**src/rtl/tst_pkg.sv**
```systemverilog
package tst_pkg;
  localparam logic [1:0] PRIV_S = 2'd1;
  localparam logic [1:0] PRIV_M = 2'd3;
  localparam logic [1:0] ACC_FETCH = 2'd2;

  typedef enum logic [1:0] {
    CAUSE_NONE   = 2'd0,
    CAUSE_PAGE   = 2'd1,
    CAUSE_ACCESS = 2'd2
  } cause_e;

  typedef enum logic [2:0] {
    ST_IDLE = 3'd0,
    ST_WREQ = 3'd1,
    ST_WRSP = 3'd2,
    ST_PROT = 3'd3,
    ST_DONE = 3'd4
  } st_e;
endpackage

```
**src/rtl/tst_mode_decode.sv**
```systemverilog
module tst_mode_decode
  import tst_pkg::*;
(
  input  logic [1:0] priv_i,
  input  logic [1:0] acc_i,
  input  logic       virt_on_i,
  input  logic       hyp_en_i,
  input  logic       m_mod_priv_i,
  input  logic       m_prev_virt_i,
  input  logic       s_mod_priv_i,
  input  logic       s_prev_virt_i,
  output logic       two_stage_o
);
  logic not_fetch;
  logic m_cond;
  logic s_cond;

  assign not_fetch   = (acc_i != ACC_FETCH);
  assign m_cond      = (priv_i == PRIV_M) && not_fetch && m_mod_priv_i && m_prev_virt_i;
  assign s_cond      = (priv_i == PRIV_S) && !virt_on_i && not_fetch &&
                       s_mod_priv_i && s_prev_virt_i;
  assign two_stage_o = virt_on_i || (hyp_en_i && (m_cond || s_cond));
endmodule

```
**src/rtl/tst_acc_onehot.sv**
```systemverilog
module tst_acc_onehot #(
  parameter int N = 3,
  localparam int CW = (N > 1) ? $clog2(N) : 1
) (
  input  logic [CW-1:0] code_i,
  output logic [N-1:0]  hot_o
);
  for (genvar i = 0; i < N; i++) begin : g_bit
    assign hot_o[i] = (code_i == CW'(i));
  end
endmodule

```
**src/rtl/tst_result_form.sv**
```systemverilog
module tst_result_form #(
  parameter int ADDR_W  = 40,
  parameter int PG_BITS = 12
) (
  input  logic [ADDR_W-1:0] vaddr_i,
  input  logic [ADDR_W-1:0] im_i,
  input  logic [ADDR_W-1:0] pa_i,
  input  logic              hyp_i,
  output logic [ADDR_W-1:0] fill_va_o,
  output logic [ADDR_W-1:0] fill_pa_o,
  output logic [ADDR_W-1:0] fault_addr_o
);
  localparam logic [ADDR_W-1:0] OFF_MASK = {{(ADDR_W-PG_BITS){1'b0}}, {PG_BITS{1'b1}}};

  assign fill_va_o    = vaddr_i & ~OFF_MASK;
  assign fill_pa_o    = pa_i & ~OFF_MASK;
  assign fault_addr_o = hyp_i ? (im_i | (vaddr_i & OFF_MASK)) : vaddr_i;
endmodule

```
**src/rtl/two_stage_xlate_seq.sv**
```systemverilog
module two_stage_xlate_seq
  import tst_pkg::*;
#(
  parameter int ADDR_W  = 40,
  parameter int PG_BITS = 12,
  parameter int SIZE_W  = 4,
  parameter int PERM_W  = 3
) (
  input  logic              clk,
  input  logic              rst_n,
  input  logic              req_valid,
  output logic              req_ready,
  input  logic [ADDR_W-1:0] req_vaddr,
  input  logic [1:0]        req_acc,
  input  logic [SIZE_W-1:0] req_size,
  input  logic              req_probe,
  input  logic [1:0]        priv,
  input  logic              virt_on,
  input  logic              hyp_en,
  input  logic              m_mod_priv,
  input  logic              m_prev_virt,
  input  logic              s_mod_priv,
  input  logic              s_prev_virt,
  input  logic              prot_en,
  output logic              wk_req_valid,
  input  logic              wk_req_ready,
  output logic [ADDR_W-1:0] wk_addr,
  output logic              wk_virt,
  output logic              wk_first,
  output logic [1:0]        wk_acc,
  input  logic              wk_rsp_valid,
  input  logic              wk_rsp_ok,
  input  logic [ADDR_W-1:0] wk_rsp_pa,
  input  logic [PERM_W-1:0] wk_rsp_perm,
  output logic              prot_valid,
  output logic [ADDR_W-1:0] prot_addr,
  output logic [SIZE_W-1:0] prot_size,
  output logic [2:0]        prot_acc,
  input  logic              prot_allow,
  output logic              busy,
  output logic              fill_valid,
  output logic [ADDR_W-1:0] fill_va,
  output logic [ADDR_W-1:0] fill_pa,
  output logic [PERM_W-1:0] fill_perm,
  output logic              fault_valid,
  output logic [ADDR_W-1:0] fault_addr,
  output logic [1:0]        fault_cause,
  output logic              fault_hyp,
  output logic              miss_valid
);
  st_e               state_q, state_d;
  logic [ADDR_W-1:0] vaddr_q, im_q, pa_q;
  logic [ADDR_W-1:0] im_d, pa_d;
  logic [1:0]        acc_q;
  logic [SIZE_W-1:0] size_q;
  logic [PERM_W-1:0] perm_q, perm_d;
  logic              probe_q, two_q, prot_en_q, stage2_q, stage2_d;
  logic              ok_q, ok_d, hyp_q, hyp_d;
  cause_e            cause_q, cause_d;
  logic              two_stage;
  logic              cap_en;

  tst_mode_decode u_decode (
    .priv_i        (priv),
    .acc_i         (req_acc),
    .virt_on_i     (virt_on),
    .hyp_en_i      (hyp_en),
    .m_mod_priv_i  (m_mod_priv),
    .m_prev_virt_i (m_prev_virt),
    .s_mod_priv_i  (s_mod_priv),
    .s_prev_virt_i (s_prev_virt),
    .two_stage_o   (two_stage)
  );

  tst_acc_onehot #(.N(3)) u_onehot (
    .code_i (acc_q),
    .hot_o  (prot_acc)
  );

  tst_result_form #(.ADDR_W(ADDR_W), .PG_BITS(PG_BITS)) u_form (
    .vaddr_i      (vaddr_q),
    .im_i         (im_q),
    .pa_i         (pa_q),
    .hyp_i        (hyp_q),
    .fill_va_o    (fill_va),
    .fill_pa_o    (fill_pa),
    .fault_addr_o (fault_addr)
  );

  assign cap_en = (state_q == ST_IDLE) && req_valid;

  always_comb begin
    state_d  = state_q;
    stage2_d = stage2_q;
    im_d     = im_q;
    pa_d     = pa_q;
    perm_d   = perm_q;
    ok_d     = ok_q;
    hyp_d    = hyp_q;
    cause_d  = cause_q;
    unique case (state_q)
      ST_IDLE: if (req_valid) begin
        state_d  = ST_WREQ;
        stage2_d = 1'b0;
        ok_d     = 1'b0;
        hyp_d    = 1'b0;
        cause_d  = CAUSE_NONE;
      end
      ST_WREQ: if (wk_req_ready) state_d = ST_WRSP;
      ST_WRSP: if (wk_rsp_valid) begin
        if (!wk_rsp_ok) begin
          cause_d = CAUSE_PAGE;
          hyp_d   = stage2_q;
          state_d = ST_DONE;
        end else if (two_q && !stage2_q) begin
          im_d     = wk_rsp_pa;
          stage2_d = 1'b1;
          state_d  = ST_WREQ;
        end else begin
          pa_d    = wk_rsp_pa;
          perm_d  = wk_rsp_perm;
          ok_d    = !prot_en_q;
          state_d = prot_en_q ? ST_PROT : ST_DONE;
        end
      end
      ST_PROT: begin
        ok_d    = prot_allow;
        cause_d = prot_allow ? CAUSE_NONE : CAUSE_ACCESS;
        hyp_d   = !prot_allow && stage2_q;
        state_d = ST_DONE;
      end
      ST_DONE: state_d = ST_IDLE;
      default: state_d = ST_IDLE;
    endcase
  end

  always_ff @(posedge clk or negedge rst_n) begin
    if (!rst_n) begin
      state_q   <= ST_IDLE;
      vaddr_q   <= '0;
      acc_q     <= '0;
      size_q    <= '0;
      probe_q   <= 1'b0;
      two_q     <= 1'b0;
      prot_en_q <= 1'b0;
      stage2_q  <= 1'b0;
      im_q      <= '0;
      pa_q      <= '0;
      perm_q    <= '0;
      ok_q      <= 1'b0;
      hyp_q     <= 1'b0;
      cause_q   <= CAUSE_NONE;
    end else begin
      state_q  <= state_d;
      stage2_q <= stage2_d;
      im_q     <= im_d;
      pa_q     <= pa_d;
      perm_q   <= perm_d;
      ok_q     <= ok_d;
      hyp_q    <= hyp_d;
      cause_q  <= cause_d;
      if (cap_en) begin
        vaddr_q   <= req_vaddr;
        acc_q     <= req_acc;
        size_q    <= req_size;
        probe_q   <= req_probe;
        two_q     <= two_stage;
        prot_en_q <= prot_en;
      end
    end
  end

  assign req_ready    = (state_q == ST_IDLE);
  assign busy         = (state_q != ST_IDLE);
  assign wk_req_valid = (state_q == ST_WREQ);
  assign wk_addr      = stage2_q ? im_q : vaddr_q;
  assign wk_virt      = two_q;
  assign wk_first     = !stage2_q;
  assign wk_acc       = acc_q;
  assign prot_valid   = (state_q == ST_PROT);
  assign prot_addr    = pa_q;
  assign prot_size    = size_q;
  assign fill_valid   = (state_q == ST_DONE) && ok_q;
  assign fill_perm    = perm_q;
  assign fault_valid  = (state_q == ST_DONE) && !ok_q && !probe_q;
  assign miss_valid   = (state_q == ST_DONE) && !ok_q && probe_q;
  assign fault_cause  = cause_q;
  assign fault_hyp    = hyp_q;
endmodule

```
**config.mk**
```make
export PLATFORM = sky130hd
export DESIGN_NAME = two_stage_xlate_seq
export DESIGN_NICKNAME = d
export VERILOG_FILES = /design/src/rtl/tst_pkg.sv /design/src/rtl/tst_mode_decode.sv /design/src/rtl/tst_acc_onehot.sv /design/src/rtl/tst_result_form.sv /design/src/rtl/two_stage_xlate_seq.sv
export SDC_FILE = /design/constraint.sdc
export NUM_CORES = 1
export LEC_CHECK = 0
export BUFFER_PORTS_ARGS = -buffer_cell sky130_fd_sc_hd__buf_2
export CELL_PAD_IN_SITES_DETAIL_PLACEMENT = 0
export CELL_PAD_IN_SITES_GLOBAL_PLACEMENT = 2
export CORE_MARGIN = 2
export CORE_UTILIZATION = 31
export DETAILED_ROUTE_END_ITERATION = 6
export GPL_ROUTABILITY_DRIVEN = 0
export GPL_TIMING_DRIVEN = 0
export PLACE_DENSITY = 0.85
export SLEW_MARGIN = 20
export SYNTH_ARGS = -nofsm -noshare
export SYNTH_HDL_FRONTEND = slang
export SYNTH_SLANG_ARGS = --single-unit
```
**constraint.sdc**
```tcl
create_clock -name clk -period 4.7 [get_ports clk]
set_input_delay 0.94 -clock clk [delete_from_list [all_inputs] [get_ports clk]]
set_output_delay 0.94 -clock clk [all_outputs]
set_load 0.1 [all_outputs]
```
==> impl_metrics.xml <==
<?xml version="1.0" encoding="UTF-8"?>
<metrics>
  <group name="sta">
    <metric name="post-route-period-util" unit="%">76.4</metric>
    <metric name="fmax" unit="MHz">279</metric>
    <metric name="period_needed" unit="ns">3.59</metric>
    <metric name="setup_viol" unit="">0</metric>
    <metric name="hold_viol_final" unit="">0</metric>
    <metric name="tightestPinTransition" unit="ns">1.05</metric>
    <metric name="worst_clock_skew" unit="ns">0.00750</metric>
    <metric name="drv_slew" unit="">0</metric>
    <metric name="finalSetupTns" unit="ns">0</metric>
    <metric name="rsz_0062_raised_after_global_routing" unit="">no</metric>
    <metric name="relSlewSlack" unit="%">30.2</metric>
  </group>
  <group name="die">
    <metric name="ios" unit="">330</metric>
    <metric name="chipWidth" unit="um">154</metric>
    <metric name="placementRows" unit="">54</metric>
    <metric name="die_h" unit="um">154</metric>
    <metric name="design.die.area" unit="um2">23700</metric>
    <metric name="core_area" unit="um2">22000</metric>
    <metric name="initial_core_util" unit="%">31.8</metric>
  </group>
  <group name="synth">
    <metric name="yosysTopAreaCell" unit="">sky130_fd_sc_hd__dfrtp_1</metric>
    <metric name="most_used_dff_post_synth" unit="">sky130_fd_sc_hd__dfrtp_1</metric>
    <metric name="yosys.cell_types.count" unit="">35</metric>
    <metric name="synth_top_cell_area_share" unit="%">50.2</metric>
    <metric name="synth.top_cells.by_area" unit="">sky130_fd_sc_hd__dfrtp_1 (50%), sky130_fd_sc_hd__mux2_1 (19%), sky130_fd_sc_hd__mux2_2 (13%)</metric>
    <metric name="ys_seq_area_share" unit="%">50.2</metric>
    <metric name="synth-seq-cells" unit="">140</metric>
    <metric name="synth_warnings" unit="">0</metric>
    <metric name="syn_inst" unit="">520</metric>
    <metric name="netlist_area" unit="um2">6980</metric>
    <metric name="synthArstFlopShare" unit="%">100</metric>
    <metric name="synth-edff-count" unit="">0</metric>
    <metric name="synth.avg_cell_area" unit="um2">13.4</metric>
  </group>
  <group name="routing">
    <metric name="drt-pass1-iter-count" unit="">4</metric>
    <metric name="drt-initial-drc-count" unit="">199</metric>
    <metric name="antenna_violating_nets_post_route" unit="">0</metric>
    <metric name="drc" unit="">0</metric>
    <metric name="postRouteWirelength" unit="um">20000</metric>
    <metric name="routed_wire_length_per_instance" unit="um">17.2</metric>
    <metric name="dr_total_vias" unit="">5122</metric>
    <metric name="vias_per_cell" unit="">4.41</metric>
  </group>
  <group name="finish">
    <metric name="fin_area" unit="um2">9580</metric>
    <metric name="final_layout_size_suffix_gt1_share" unit="%">59.0</metric>
    <metric name="layout.cells.non_filler" unit="">1161</metric>
    <metric name="nNetsFinal" unit="">974</metric>
    <metric name="layout.core_utilization" unit="%">43.6</metric>
    <metric name="syn2layout_area_growth" unit="%">37.3</metric>
  </group>
  <group name="worst_setup_path">
    <metric name="start_kind" unit="">flip-flop</metric>
    <metric name="worst_ep_arrival_time" unit="ns">2.65</metric>
    <metric name="cp-end-kind" unit="">output pin</metric>
    <metric name="crit_required" unit="ns">3.76</metric>
    <metric name="setup.worst_path.class" unit="">flip-flop to output pin</metric>
    <metric name="crit_fanout" unit="">10</metric>
  </group>
  <group name="global_route">
    <metric name="largest_net_degree_at_the_start_of_global_routing" unit="">76</metric>
    <metric name="global_route_wire_length_before_repair" unit="um">30900</metric>
    <metric name="global_route.usage.total" unit="%">16.9</metric>
    <metric name="globalRoute.totalOverflow" unit="">0</metric>
    <metric name="number_of_global_route_vias_before_repair" unit="">5359</metric>
    <metric name="number_of_antenna_violations_at_the_first_check_in_global_routing" unit="">1</metric>
  </group>
  <group name="clock_tree">
    <metric name="ctsRootBufferMaster" unit="">sky130_fd_sc_hd__clkbuf_16</metric>
    <metric name="tritoncts_clock_tree" unit="">done</metric>
    <metric name="ctsHtreeMaxLevel" unit="">4</metric>
    <metric name="cts_repair_resize_count" unit="">0</metric>
    <metric name="clockBufferDepth" unit="">2</metric>
    <metric name="clk_pin_slew" unit="ns">0.06</metric>
    <metric name="cts_num_sinks" unit="">140</metric>
    <metric name="cts-hold-fix-buffers" unit="">0</metric>
    <metric name="clkLatencyLatePin" unit="ns">0.42</metric>
    <metric name="cts_made_buffers" unit="">17</metric>
    <metric name="postCtsSetupBuffers" unit="">0</metric>
  </group>
  <group name="worst_hold_path">
    <metric name="timing.hold.worst.class" unit="">input port to async pin</metric>
  </group>
  <group name="flow_run">
    <metric name="cap_viol_max_count" unit="">0</metric>
  </group>
  <group name="run_status">
    <metric name="status" unit="">finished, final reports clean</metric>
  </group>
  <group name="placement">
    <metric name="port_buffers" unit="">305</metric>
    <metric name="placed_cell_area" unit="um2">8980</metric>
    <metric name="placed_cells_incl_taps" unit="">1129</metric>
    <metric name="detailed_place_hpwl" unit="um">15100</metric>
  </group>
</metrics>
cell type report:
| type | count | area [um2] |
|---|---|---|
| Antenna cell | 1 | 2.50 |
| Buffer | 107 | 767 |
| Clock buffer | 20 | 457 |
| Clock inverter | 11 | 144 |
| Fill cell | 2138 | 12400 |
| Inverter | 6 | 22.5 |
| Multi-Input combinational cell | 290 | 2770 |
| Sequential cell | 140 | 3500 |
| Tap cell | 280 | 350 |
| Timing Repair Buffer | 306 | 1560 |
registers in the layout, summed over array words and instances (netlist names), 2 cells and up:
name and flops:
im_q 40, wk_acc 2, state_q 3, fault_cause 2
vaddr_q 40, prot_size 4, prot_addr 40, fill_perm 3
per-stage QoR:
step	setup WS [ns]	hold WS, ns
floorplan	0.744	0.469
global placement	0.504	0.464
detailed placement	1.51	0.474
CTS	1.05	0.474
global route	1.01	0.494
finish	1.11	0.459
cells by family after synthesis:
group	Yosys count	synth area share [%]
DFF	140	50.2
and+or+nand+nor	34	3.14
buffers and inverters	113	11.3
other	1	0.0537
AOI/OAI and AO/OA	33	3.17
muxes	199	32.1
critical path, stage by stage (launching register included):
cell and delay, ns:
sky130_fd_sc_hd__dfrtp_1 0.35, sky130_fd_sc_hd__clkbuf_1 0.29, sky130_fd_sc_hd__clkbuf_1 0.82, sky130_fd_sc_hd__mux2_2 0.34
sky130_fd_sc_hd__buf_2 0.43
Yosys cell counts, drive strengths merged (3+ instances only):
cell	number
nand2	6
o21ai	5
dfrtp	140
buf	96
a21o	12
nand3	3
a21oi	6
mux2	199
inv	6
nor2b	5
o22ai	3
clkbuf	11
nand2b	3
nor2	7
cells in the final DEF, fill, tap and decap left out, types with 2 or more instances in the layout:
master	Yosys	final
sky130_fd_sc_hd__buf_2	4	308
sky130_fd_sc_hd__mux2_2	82	82
sky130_fd_sc_hd__mux2_1	117	117
sky130_fd_sc_hd__clkbuf_16	0	17
sky130_fd_sc_hd__bufinv_16	0	3
sky130_fd_sc_hd__nand2_1	6	6
sky130_fd_sc_hd__dfrtp_1	140	140
sky130_fd_sc_hd__o22ai_1	3	3
sky130_fd_sc_hd__nand3_1	2	2
sky130_fd_sc_hd__nor3b_1	2	2
sky130_fd_sc_hd__nand2b_1	3	3
sky130_fd_sc_hd__o21ai_0	5	5
sky130_fd_sc_hd__buf_6	4	4
sky130_fd_sc_hd__clkbuf_8	0	2
sky130_fd_sc_hd__clkbuf_1	11	12
sky130_fd_sc_hd__nand3b_1	2	2
sky130_fd_sc_hd__buf_4	88	88
sky130_fd_sc_hd__inv_1	6	6
sky130_fd_sc_hd__conb_1	1	24
sky130_fd_sc_hd__clkinvlp_4	0	4
sky130_fd_sc_hd__a21o_1	12	12
sky130_fd_sc_hd__nor2_1	5	5
sky130_fd_sc_hd__a21oi_1	6	6
sky130_fd_sc_hd__o21bai_1	2	2
sky130_fd_sc_hd__nor2b_1	5	5
sky130_fd_sc_hd__clkinv_2	0	3
metal layers:
metal | vias to the layer above | wire length [um] | track usage (%)
met4 | 0 | 388 | 6.10
met2 | 205 | 9860 | 28.6
met1 | 2479 | 8470 | 20.7
met3 | 24 | 1310 | 4.57
met5 | - | 0 | 0
li1 | 2414 | - | -
worst paths after layout:
check,slack (ns),start,endpoint,cells past startpoint
max,1.11,fault_hyp$_DFFE_PN0P_,fault_addr[16],4
min,0.46,rst_n,vaddr_q[33]$_DFFE_PN0P_,1
max reg2reg,2.73,stage2_q$_DFFE_PN0P_,fill_perm[0]$_DFFE_PN0P_,5
min reg2reg,0.48,prot_addr[10]$_DFFE_PN0P_,prot_addr[10]$_DFFE_PN0P_,1
max in group asynchronous,3.47,rst_n,vaddr_q[12]$_DFFE_PN0P_,2
min in group clk,0.48,prot_addr[10]$_DFFE_PN0P_,prot_addr[10]$_DFFE_PN0P_,1
Power is left out: the tool's default activity adds up to more than one toggle a clock period on the data nets, which glitch-free logic cannot reach.
